File: config.mk
export PLATFORM = sky130hd
export DESIGN_NAME = sysref_lmfc_top
export DESIGN_NICKNAME = d
export VERILOG_FILES = /design/src/rtl/sysref_lmfc_pkg.sv /design/src/rtl/sysref_pulse_gen.sv /design/src/rtl/sysref_edge_capture.sv /design/src/rtl/lmfc_phase_counter.sv /design/src/rtl/sysref_lmfc_top.sv
export SDC_FILE = /design/constraint.sdc
export NUM_CORES = 1
export LEC_CHECK = 0
export BUFFER_PORTS_ARGS = -buffer_cell sky130_fd_sc_hd__buf_4
export CORE_AREA = 2 2 95 97
export DETAILED_ROUTE_END_ITERATION = 10
export DIE_AREA = 0 0 97 99
export HOLD_SLACK_MARGIN = 0.06
export SYNTH_ARGS = -nofsm -noshare
export SYNTH_HDL_FRONTEND = slang
export SYNTH_SLANG_ARGS = --single-unit
File: constraint.sdc
create_clock -name clk -period 5.86 [get_ports clk]
set_input_delay 1.465 -clock clk [delete_from_list [all_inputs] [get_ports clk]]
set_output_delay 1.465 -clock clk [all_outputs]
set_load 0.05 [all_outputs]
File: src/rtl/sysref_lmfc_pkg.sv
`timescale 1ns/1ps
package sysref_lmfc_pkg;

    typedef enum logic {
        DET_FIRST_ONLY = 1'b0,
        DET_EVERY_EDGE = 1'b1
    } det_mode_e;

    typedef enum logic {
        SRC_LOCAL    = 1'b0,
        SRC_EXTERNAL = 1'b1
    } src_sel_e;

    typedef struct packed {
        logic aligned;
        logic err;
    } align_state_t;

    // Bits needed for the SYSREF period counter.
    function automatic int period_width(int cnt_w, int mult, int pulse_w);
        int w;
        w = cnt_w + $clog2(mult + 1);
        if (w < $clog2(pulse_w + 1) + 1) w = $clog2(pulse_w + 1) + 1;
        return w;
    endfunction

endpackage

File: src/rtl/sysref_pulse_gen.sv
`timescale 1ns/1ps
module sysref_pulse_gen
    import sysref_lmfc_pkg::*;
#(
    parameter int CNT_W         = 9,
    parameter int PULSE_W       = 2,
    parameter int MF_PER_SYSREF = 1
) (
    input  logic             clk,
    input  logic             rst,
    input  logic [CNT_W-1:0] mf_len,
    output logic             pulse_o
);
    localparam int PER_W = period_width(CNT_W, MF_PER_SYSREF, PULSE_W);
    localparam logic [PER_W-1:0] MULT_L = PER_W'(MF_PER_SYSREF);
    localparam logic [PER_W-1:0] PW_L   = PER_W'(PULSE_W);
    localparam logic [PER_W-1:0] ONE_L  = PER_W'(1);

    logic [PER_W-1:0] period;
    logic [PER_W-1:0] last_phase;
    logic [PER_W-1:0] phase_q;
    logic             pulse_q;

    assign period     = PER_W'(mf_len) * MULT_L;
    assign last_phase = period - ONE_L;

    always_ff @(posedge clk) begin
        if (rst) begin
            phase_q <= '0;
            pulse_q <= 1'b0;
        end else begin
            pulse_q <= (phase_q < PW_L);
            phase_q <= (phase_q >= last_phase) ? '0 : phase_q + ONE_L;
        end
    end

    assign pulse_o = pulse_q;

    AST_PERIOD_ABOVE_PULSE: assert property (@(posedge clk) disable iff (rst) period > PW_L);
    AST_PULSE_HELD: assert property (@(posedge clk) disable iff (rst) (PULSE_W > 1) && $rose(pulse_q) |=> pulse_q);

endmodule

File: src/rtl/sysref_edge_capture.sv
`timescale 1ns/1ps
module sysref_edge_capture #(
    parameter int SYNC_STAGES = 2
) (
    input  logic clk,
    input  logic rst,
    input  logic din,
    output logic cap_o
);
    logic [SYNC_STAGES-1:0] sync_q;
    logic                   prev_q;

    if (SYNC_STAGES == 1) begin : g_single
        always_ff @(posedge clk) begin
            if (rst) sync_q <= '0;
            else     sync_q <= din;
        end
    end else begin : g_chain
        always_ff @(posedge clk) begin
            if (rst) sync_q <= '0;
            else     sync_q <= {sync_q[SYNC_STAGES-2:0], din};
        end
    end

    always_ff @(posedge clk) begin
        if (rst) prev_q <= 1'b0;
        else     prev_q <= sync_q[SYNC_STAGES-1];
    end

    assign cap_o = sync_q[SYNC_STAGES-1] & ~prev_q;

    AST_CAP_SINGLE: assert property (@(posedge clk) disable iff (rst) cap_o |=> !cap_o);

endmodule

File: src/rtl/lmfc_phase_counter.sv
`timescale 1ns/1ps
module lmfc_phase_counter
    import sysref_lmfc_pkg::*;
#(
    parameter int CNT_W = 9
) (
    input  logic             clk,
    input  logic             rst,
    input  logic [CNT_W-1:0] mf_len,
    input  det_mode_e        mode,
    input  logic             cap_i,
    output logic [CNT_W-1:0] cnt_o,
    output logic             tick_o,
    output logic             err_o
);
    localparam logic [CNT_W-1:0] ONE_L = CNT_W'(1);

    logic [CNT_W-1:0] last_idx;
    logic [CNT_W-1:0] cnt_q;
    logic [CNT_W-1:0] cnt_wrap;
    logic [CNT_W-1:0] cnt_nxt;
    align_state_t     st_q;
    align_state_t     st_nxt;
    logic             restart;
    logic             off_bnd;
    logic             tick_q;

    always_comb begin
        last_idx = mf_len - ONE_L;
        cnt_wrap = (cnt_q >= last_idx) ? '0 : cnt_q + ONE_L;
        restart  = cap_i && (!st_q.aligned || (mode == DET_EVERY_EDGE));
        off_bnd  = cap_i && st_q.aligned && (cnt_q != last_idx);
        cnt_nxt  = restart ? '0 : cnt_wrap;
        st_nxt   = st_q;
        if (cap_i)   st_nxt.aligned = 1'b1;
        if (off_bnd) st_nxt.err     = 1'b1;
    end

    always_ff @(posedge clk) begin
        if (rst) begin
            cnt_q  <= '0;
            st_q   <= '0;
            tick_q <= 1'b0;
        end else begin
            cnt_q  <= cnt_nxt;
            st_q   <= st_nxt;
            tick_q <= (cnt_nxt == '0);
        end
    end

    assign cnt_o  = cnt_q;
    assign tick_o = tick_q;
    assign err_o  = st_q.err;

    AST_CNT_RANGE: assert property (@(posedge clk) disable iff (rst) cnt_q <= last_idx);
    AST_TICK_AT_ZERO: assert property (@(posedge clk) disable iff (rst) tick_q |-> (cnt_q == '0));
    AST_FIRST_ONLY_HOLD: assert property (@(posedge clk) disable iff (rst) cap_i && st_q.aligned && (mode == DET_FIRST_ONLY) && (cnt_q < last_idx) |=> cnt_q != '0);
    AST_EVERY_RESTART: assert property (@(posedge clk) disable iff (rst) cap_i && (mode == DET_EVERY_EDGE) |=> cnt_q == '0);
    AST_ERR_STICKY: assert property (@(posedge clk) disable iff (rst) st_q.err |=> st_q.err);

endmodule

File: src/rtl/sysref_lmfc_top.sv
`timescale 1ns/1ps
module sysref_lmfc_top
    import sysref_lmfc_pkg::*;
#(
    parameter int F_W           = 5,
    parameter int K_W           = 6,
    parameter int PULSE_W       = 2,
    parameter int MF_PER_SYSREF = 1,
    parameter int SYNC_STAGES   = 2,
    localparam int CNT_W        = F_W + K_W - 2
) (
    input  logic             clk,
    input  logic             rst,
    input  logic [F_W-1:0]   cfg_frame_octets,
    input  logic [K_W-1:0]   cfg_frames_per_mf,
    input  logic             det_every,
    input  logic             sysref_sel_ext,
    input  logic             sysref_ext,
    output logic             sysref_out,
    output logic             lmfc_tick,
    output logic [CNT_W-1:0] lmfc_count,
    output logic             lmfc_err
);
    localparam int PROD_W = F_W + K_W;

    logic [PROD_W-1:0] fk_prod;
    logic [CNT_W-1:0]  mf_len;
    src_sel_e          src_sel;
    det_mode_e         mode;
    logic              sref_pick;
    logic              cap;

    assign fk_prod   = PROD_W'(cfg_frame_octets) * PROD_W'(cfg_frames_per_mf);
    assign mf_len    = fk_prod[PROD_W-1:2];
    assign src_sel   = src_sel_e'(sysref_sel_ext);
    assign mode      = det_mode_e'(det_every);
    assign sref_pick = (src_sel == SRC_EXTERNAL) ? sysref_ext : sysref_out;

    sysref_pulse_gen #(
        .CNT_W         (CNT_W),
        .PULSE_W       (PULSE_W),
        .MF_PER_SYSREF (MF_PER_SYSREF)
    ) u_gen (
        .clk     (clk),
        .rst     (rst),
        .mf_len  (mf_len),
        .pulse_o (sysref_out)
    );

    sysref_edge_capture #(
        .SYNC_STAGES (SYNC_STAGES)
    ) u_cap (
        .clk   (clk),
        .rst   (rst),
        .din   (sref_pick),
        .cap_o (cap)
    );

    lmfc_phase_counter #(
        .CNT_W (CNT_W)
    ) u_cnt (
        .clk    (clk),
        .rst    (rst),
        .mf_len (mf_len),
        .mode   (mode),
        .cap_i  (cap),
        .cnt_o  (lmfc_count),
        .tick_o (lmfc_tick),
        .err_o  (lmfc_err)
    );

    AST_FK_MULT4: assert property (@(posedge clk) disable iff (rst) fk_prod[1:0] == 2'b00);

endmodule

# Yosys cells after proc, flatten, opt, wreduce, memory -nomap -nowiden

Index checks and enable logic that the tools add are counted.

Add/sub/neg operators: 4
Multipliers: 1
Magnitude comparators: 3
Equal/unequal tests: 1
Multiplexer cells: 3
Bitwise logic cells: 2
Reduce and logical (&&, ||, !) cells: 7

Operators with widths:

| kind                                                                          | number |
|---|---|
| 9-bit two-way mux                                                             | 2 |
| 5-bit by 6-bit multiplier with 11-bit output                                  | 1 |
| 10-bit by 1-bit adder with 10-bit output, second input constant               | 1 |
| 10-bit greater-or-equal comparator                                            | 1 |
| 10-bit by 2-bit less-than comparator with 1-bit output, second input constant | 1 |
| 9-bit by 1-bit subtractor with 10-bit output, second input constant           | 1 |
| 9-bit by 1-bit adder with 9-bit output, second input constant                 | 1 |
| 9-bit greater-or-equal comparator                                             | 1 |
| 9-bit logical NOT                                                             | 1 |
| 9-bit inequality test                                                         | 1 |
| 9-bit by 1-bit subtractor with 9-bit output, second input constant            | 1 |
| 1-bit logical AND                                                             | 3 |
| 2-bit OR reduction                                                            | 1 |
| 1-bit AND                                                                     | 1 |
| 1-bit logical NOT                                                             | 1 |
| 1-bit logical OR                                                              | 1 |
| 1-bit two-way mux                                                             | 1 |
| 1-bit inverter                                                                | 1 |

Register bits: 26
Bits of input ports: 16
Output and inout bits: 12

# Longest topological paths before layout

Gate-level depths: netlist of the first run.

Depth in word-level cells: 6
Mapped depth: 21
Mapped depth without buffers: 21

# Hierarchy

From an unflattened synthesis of the first run, not the netlist that was laid out.

Cells, all modules: 309
Area, all modules: 2666.3 um^2

By module, submodules not included:

| module              | times used | cells each | area an instance (um^2) | sequential area each (um^2) |
|---|---|---|---|---|
| sysref_lmfc_top     | 1          | 104        | 892.1                   | 0.0 |
| lmfc_phase_counter  | 1          | 106        | 885.8                   | 240.2 |
| sysref_pulse_gen    | 1          | 92         | 800.8                   | 220.2 |
| sysref_edge_capture | 1          | 7          | 87.6                    | 60.1 |

# Least setup slack after synthesis of the first run

No wires, ideal clock.

Path type: in2reg
Start: in cfg_frames_per_mf[1]
End: reg u_cnt.tick_q, in the netlist u_cnt.tick_o
Setup time: 0.115 ns
Arrival: 5.860 ns
Required time: 5.745 ns
Path slack: -0.115 ns
Cell stages on the path: 20
Path through: and2_1 fa_1 inv_1 fa_1 fa_1 inv_1 ha_1 o21ai_0 nor2_1 o221ai_1 xnor2_1 ha_1 nand4_1 nor2_1 nor2_1 o21ai_0 maj3_2 nor3_2 nor3_4 o21ba_1

Cells in the longest elaborated chain, start to end: 6

Ends and longest elaborated chain:

| what                                         | RTL line                 | text |
|---|---|---|
| from (decl)                                  | sysref_lmfc_top.sv:15    | `input logic [K_W-1:0] cfg_frames_per_mf,` |
| 5-bit by 6-bit multiplier with 11-bit output | sysref_lmfc_top.sv:33    | `assign fk_prod = PROD_W'(cfg_frame_octets) * PROD_W'(cfg_frames_per_mf);` |
| 9-bit by 1-bit subtractor with 9-bit output  | lmfc_phase_counter.sv:29 | `last_idx = mf_len - ONE_L;` |
| 9-bit greater-or-equal comparator            | lmfc_phase_counter.sv:30 | `cnt_wrap = (cnt_q >= last_idx) ? '0 : cnt_q + ONE_L;` |
| 9-bit two-way mux                            | lmfc_phase_counter.sv:30 |  |
| 9-bit two-way mux                            | lmfc_phase_counter.sv:33 | `cnt_nxt = restart ? '0 : cnt_wrap;` |
| 9-bit logical NOT                            | lmfc_phase_counter.sv:47 | `tick_q <= (cnt_nxt == '0);` |
| to (signal assigned)                         | lmfc_phase_counter.sv:47 |  |
| to (decl)                                    | lmfc_phase_counter.sv:26 | `logic tick_q;` |

Every way passes these cells.
A chain may end at the register's enable or synchronous reset.

# Final worst setup path of the first run

Start: in cfg_frames_per_mf[2]
End: reg u_cnt.tick_q, in the netlist u_cnt.tick_o

Same word-level chain as after synthesis.

==> results of run 1 <==
worst max-delay path, stage by stage:
cell      delay [ns]
buf_4           0.13
and2_4          0.15
fa_1            0.55
inv_2           0.04
fa_1            0.46
fa_1            0.51
inv_2           0.05
ha_4            0.18
a211oi_4        0.31
o21ba_4         0.23
o221ai_4        0.12
xnor2_2         0.20
ha_1            0.27
nand4_1         0.10
nor2_2          0.05
nor2_1          0.09
o21ai_1         0.08
maj3_2          0.36
nor3_4          0.23
nor3_4          0.07
buf_12          0.13
o21ba_1         0.17
cell usage in the layout, fill, tap and decap left out, types with 4 or more instances in the layout:
| cell type | count |
|---|---|
| nor2b_1 | 4 |
| a21oi_1 | 7 |
| nand3_1 | 13 |
| buf_4 | 63 |
| a21oi_2 | 4 |
| nand2_1 | 23 |
| xor2_1 | 11 |
| fa_1 | 11 |
| inv_1 | 22 |
| nor2_1 | 31 |
| dfxtp_1 | 26 |
| nor3_1 | 14 |
| xnor2_2 | 4 |
| o21ai_0 | 4 |
| clkbuf_8 | 4 |
| inv_2 | 4 |
| and2_1 | 13 |
| ha_1 | 32 |
| xnor2_1 | 12 |
per-layer routing:
layer,GRT usage (%),share of wire (%),vias to the layer above
li1,-,-,1186
met1,15.3,47,1044
met2,20.9,49,29
met3,1.56,2.9,5
met4,3.14,1.0,0
met5,0,0,-
sequential cells by signal (all words and copies together) (netlist names):
| signal | cells |
|---|---|
| u_gen.phase_q | 10 |
| u_cnt.cnt_o | 9 |
| u_cap.sync_q | 2 |
| u_cap.prev_q | 1 |
| u_cnt.err_o | 1 |
| u_cnt.st_q | 1 |
| u_cnt.tick_o | 1 |
| u_gen.pulse_o | 1 |
Yosys cell counts, types with 3 or more instances:
cell	number	share of area, %
a21o_1	3	0.87
a21oi_1	10	1.9
xor2_1	12	4.1
nand3_1	14	2.7
nor2b_1	4	0.97
ha_1	35	17
xnor2_1	16	5.4
nor2_1	35	5.1
o211ai_1	3	0.87
clkbuf_1	3	0.44
nor3_1	14	2.7
nand2_1	25	3.6
fa_1	12	9.3
inv_1	26	3.8
and3_1	3	0.73
dfxtp_1	26	20
o21ai_0	6	1.2
and2_1	14	3.4
path summary, 6_finish.rpt:
path                   startpoint         endpoint  slack (ns)  cells after the start
max reg2reg        u_cnt.cnt_o[3]     u_cnt.tick_o        3.44                      8
min               u_cap.sync_q[0]  u_cap.sync_q[1]        0.45                      1
max          cfg_frames_per_mf[2]     u_cnt.tick_o        0.08                     22
min reg2reg       u_cap.sync_q[0]  u_cap.sync_q[1]        0.45                      1
kinds of logic after synthesis:
kind of cell,count (synthesis)
muxes,1
adders and majority gates,48
DFF,26
xor gates and xnor gates,28
and+or+nand+nor,128
AOI/OAI and AO/OA,44
buffers and inverters,29
report_power, final:
part / internal [uW] / switching (uW) / total, uW
combinational: 338 / 332 / 670
sequential: 189 / 12.7 / 201
clock: 60.1 / 55.2 / 115
total: 587 / 399 / 986
per-stage QoR:
stage / hold WS, ns / util [%] / TNS, ns / instances / power, uW
CTS: 0.459 / 38.9 / 0 / 475 / 909
global route: 0.477 / 41.0 / -0.753 / 478 / 1070
finish: 0.451 / 41.0 / 0 / 478 / 986
floorplan: 0.414 / - / 0 / 304 / 568
detailed placement: 0.440 / 37.5 / -7.26 / 470 / 764
global placement: 0.434 / 37.5 / -5.86 / 470 / 755
cell type report:
type                            instances  area [um^2]
Fill cell                             835         5050
Tap cell                              108          135
Sequential cell                        26          520
Clock buffer                            4         55.1
Multi-Input combinational cell        249         2180
Inverter                               26         97.6
Timing Repair Buffer                   65          513
what timing repair did:
action                                  in CTS  in global routing
endpoints found under the setup margin      20                 20
buffers inserted                             1                  3
hold buffers                                 0                  0
resized for setup                            6                 32
cloned                                       0                  0
pin swaps                                    7                 26
==> results.ini, run 1 <==
[status]
status = finished, final reports clean

[floorplanning]
die_h_um = 99
die_x_um = 97
die_area_um2 = 9600
pin_count = 28
start_util_pct = 30.1
fp-row-count = 34
core_area_um2 = 8550

[yosys]
avgSynthCellArea_um2 = 8.47
synthAdderAreaFrac_pct = 26.8
synthXorXnorAreaFrac_pct = 9.52
ys_ff_latch = 26
synthMuxAreaShare_pct = 0.389
synth_cells = 304
synth_compound_area_share_pct = 13.5
synth-edff-count = 0
syn_area_um2 = 2570
synthArstFlopShare_pct = 0
synth_ff_type = dfxtp_1
synthSimpleGateAreaFrac_pct = 25.4
synth-seq-area-share_pct = 20.2
ys_types = 51
ys_warn_count = 0
synth_top_family_by_area = adder cells
synth_nets = 367

[routing]
routed_wl_um = 5610
drtPass1Iterations = 6
via_count = 2264
drt_iter0_markers = 36
drc = 0
antenna_left = 0
vias_per_cell = 4.74
wl_per_cell_um = 11.7

[worst_setup_path]
path_class = primary input to flip-flop
crit_path_end_kind = flip-flop
critical_path_required_ns = 6.03
crit_fanout = 10
startpoint_type = primary input
arrival_ns = 5.95

[sta]
slew_headroom_pct = 76.0
max_freq_ghz = 0.173
finalSetupViolations = 0
worst_clock_skew_ns = 0.00201
fin_crit_sh_pct = 98.6
hold_violations = 0
period_needed_ns = 5.78
rsz0062_at_grt = true
worst_slew_pin_slew_ns = 0.355
final_max_slew_viol_count = 0
fin_ws_ns = 0.0846

[final_layout]
final_layout_size_suffix_gt1_share_pct = 31.1
finalInstanceArea_um2 = 3500
nNetsFinal = 434
diodes = 0
area_growth_pct = 36.1

[grt]
grt.total_usage_pct = 11.9
grt_pass1_vias = 2191
grt.overflow.total = 0
grt_max_degree = 18
grt_pass1_wl_um = 9740
antenna_found_initial = 0

[worst_hold_path]
hold_class = flip-flop to flip-flop

[clock_tree]
htree_levels = 1
numCtsBuffers = 3
clock-sinks = 26
clock_latency_ns = 0.27
clockBufferDepth = 2
cts_tree = yes
path_clk_slew_ns = 0.09
cts_root_buffer = clkbuf_8

[placed_design]
place_congestion = 0.797
dp_slack_ns = -0.384
placed_cell_area_um2 = 3210
post-dp-hpwl_um = 4470
io_buffers = 27

[power]
power.density_nw_per_um2 = 281
leakagePower_uw = 0.00156
ir_drop_mv = 0.0964

[job]
cap_violations = 0

(Power assumes the default switching activity.)
==> run 2, diff against run 1 <==
CORE_AREA = 2 2 100 92   (was 2 2 95 97)
DIE_AREA = 0 0 102 94   (was 0 0 97 99)
clock period = 4.8 ns   (was 5.86 ns; I/O delays follow)
==> results.ini, run 2 (synthesized netlist as in run 1, its figures left out) <==
[status]
status = finished with violations
violations = negative setup slack

[floorplanning]
die_h_um = 94  ; -5.1%
start_util_pct = 30.3  ; +0.22 points
die_area_um2 = 9590  ; -0.16%
die_x_um = 102  ; +5.2%
core_area_um2 = 8490  ; -0.73%
fp-row-count = 32  ; -5.9%
pin_count = 28  ; unchanged

[grt]
grt.overflow.total = 0  ; unchanged
grt.total_usage_pct = 13.0  ; +1.2 points
grt_pass1_wl_um = 10500  ; +7.7%
grt_max_degree = 18  ; unchanged
antenna_found_initial = 0  ; unchanged
grt_pass1_vias = 2364  ; +7.9%

[clock_tree]
cts_tree = yes
htree_levels = 1  ; unchanged
postCtsHoldBufs = 0  ; unchanged
path_clk_slew_ns = 0.08  ; about the same
clockBufferDepth = 2  ; unchanged
numCtsBuffers = 3  ; unchanged
clock_latency_ns = 0.27  ; about the same
clock-sinks = 26  ; unchanged
cts_root_buffer = clkbuf_8

[sta]
worst_clock_skew_ns = 0.00175  ; -0.000259 ns
max_freq_ghz = 0.186
rsz0062_at_grt = true
fin_crit_sh_pct = 112
hold_violations = 0  ; unchanged
finalSetupViolations = 21  ; +21
period_needed_ns = 5.37
fin_ws_ns = -0.566  ; -0.650 ns
worst_slew_pin_slew_ns = 0.429  ; +0.0741 ns
final_max_slew_viol_count = 0  ; unchanged
slew_headroom_pct = 71.3  ; -4.7 points

[worst_setup_path]
arrival_ns = 5.53  ; -0.42 ns
crit_path_end_kind = flip-flop
reg2reg_from = u_cnt.cnt_o[3]
critPathLaunch = cfg_frame_octets[4]
r2r_cells = 10  ; +2
path_class = primary input to flip-flop
rr_endpoint = u_cnt.tick_o
startpoint_type = primary input
crit_fanout = 5  ; -5
critical_path_required_ns = 4.97  ; -1.06 ns
cp-endpoint = u_gen.phase_q[7]
rrSetupSlack_ns = 2.39  ; -1.05 ns

[final_layout]
final_layout_size_suffix_gt1_share_pct = 40.4  ; +9.3 points
diodes = 0  ; unchanged
largest_register_ffs = 10  ; unchanged
final_common_cell = buf_4
area_growth_pct = 48.2
nNetsFinal = 458  ; +5.5%
multiInputGateArea_um2 = 2290  ; +4.8%
regMostFlops = u_gen.phase_q
fill_cells = 819  ; -1.9%
mostFrequentLayoutCells = buf_4, ha_1, dfxtp_1
regArea_um2 = 520  ; unchanged
finalInstanceArea_um2 = 3820  ; +8.9%

[routing]
drc = 0  ; unchanged
via_count = 2392  ; +5.7%
drt_iter0_markers = 88  ; +140%
drtPass1Iterations = 4  ; -2
wl_per_cell_um = 11.2  ; -4.6%
vias_per_cell = 4.66  ; -1.6%
antenna_left = 0  ; unchanged
routed_wl_um = 5740  ; +2.4%

[power]
swShare_pct = 39.9  ; -0.66 points
ir_drop_mv = 0.127  ; +32%
p_switching_uw = 518  ; +30%
pwr-share-comb_pct = 70.4  ; +2.5 points
power.density_nw_per_um2 = 340  ; +21%
leakagePower_uw = 0.00171  ; +9.3%
sequentialPowerShare_pct = 18.9  ; -1.5 points
p_int_uw = 781  ; +33%
clockPowerShare_pct = 10.6  ; -1.1 points

[placed_design]
placed_cell_area_um2 = 3450  ; +7.6%
post-dp-hpwl_um = 4460  ; -0.30%
io_buffers = 27  ; unchanged
place_congestion = 0.816  ; +2.4%
dp_slack_ns = -1.01  ; -0.630 ns

[worst_hold_path]
hold_class = flip-flop to flip-flop

[job]
cap_violations = 0  ; unchanged

[run 2: changes by cell type in the layout (fill, tap and decap cells not counted), sizes merged]
cell | before | now
buf | 65 | 89
[run 2: routing by layer]
metal,global-route usage (%),up-vias,routed length [um]
met5,0,-,0
met4,1.78,0,13
met3,2.01,2,104
met2,21.2,22,2690
met1,18.6,1133,2930
li1,-,1235,-
[run 2: critical path, stage by stage]
cell       delay, ns
buf_8           0.10
and2_4          0.15
fa_1            0.52
inv_1           0.05
fa_1            0.45
fa_1            0.50
inv_2           0.05
ha_4            0.17
a21oi_2         0.14
nand2_2         0.08
or3_4           0.40
a2111oi_4       0.38
xnor2_2         0.12
ha_1            0.32
nand2_1         0.07
o221ai_2        0.19
a31oi_2         0.14
o31ai_4         0.28
buf_6           0.16
nor2_2          0.04
[run 2: what timing repair did]
action,in CTS,in global routing
endpoints found under the setup margin,21,21
resized for setup,33,11
pin swaps,36,6
buffers inserted,12,2
[run 2: area by class of cell]
class	instances	area share (%)
multi-input combinational	249	59.9
timing repair buffer	89	18.5
sequential	26	13.6
tap	119	3.90
inverter	26	2.56
clock buffer	4	1.44
[run 2: how the worst min path moves through the flow]
stage / from / end / depth (start not counted)
after floorplan: u_cap.sync_q[0] / u_cap.sync_q[1] / 1
after global placement: u_cap.sync_q[0] / u_cap.sync_q[1] / 1
after detailed placement: u_cap.sync_q[0] / u_cap.sync_q[1] / 1
after CTS: u_cap.sync_q[0] / u_cap.sync_q[1] / 1
after global routing: u_cap.sync_q[0] / u_cap.sync_q[1] / 1
final: u_cap.sync_q[0] / u_cap.sync_q[1] / 1
[run 2: power groups by stage]
stage,clock network (uW),registers (uW),logic [uW]
after CTS,147,245,900
final,138,246,915
after floorplan,0,277,489
after global routing,158,248,1010
after global placement,0,250,785
after detailed placement,0,251,787
[run 2: through the flow]
step                TNS (ns)  std cells  hold slack, ns  total power (uW)  util [%]
floorplan             -11.70        304           0.414               765         -
finish                -10.84        513           0.440              1300      45.0
global route          -14.22        513           0.470              1420      45.0
CTS                   -10.78        511           0.445              1290      44.3
global placement      -20.12        495           0.421              1040      40.7
detailed placement    -20.09        495           0.424              1040      40.7
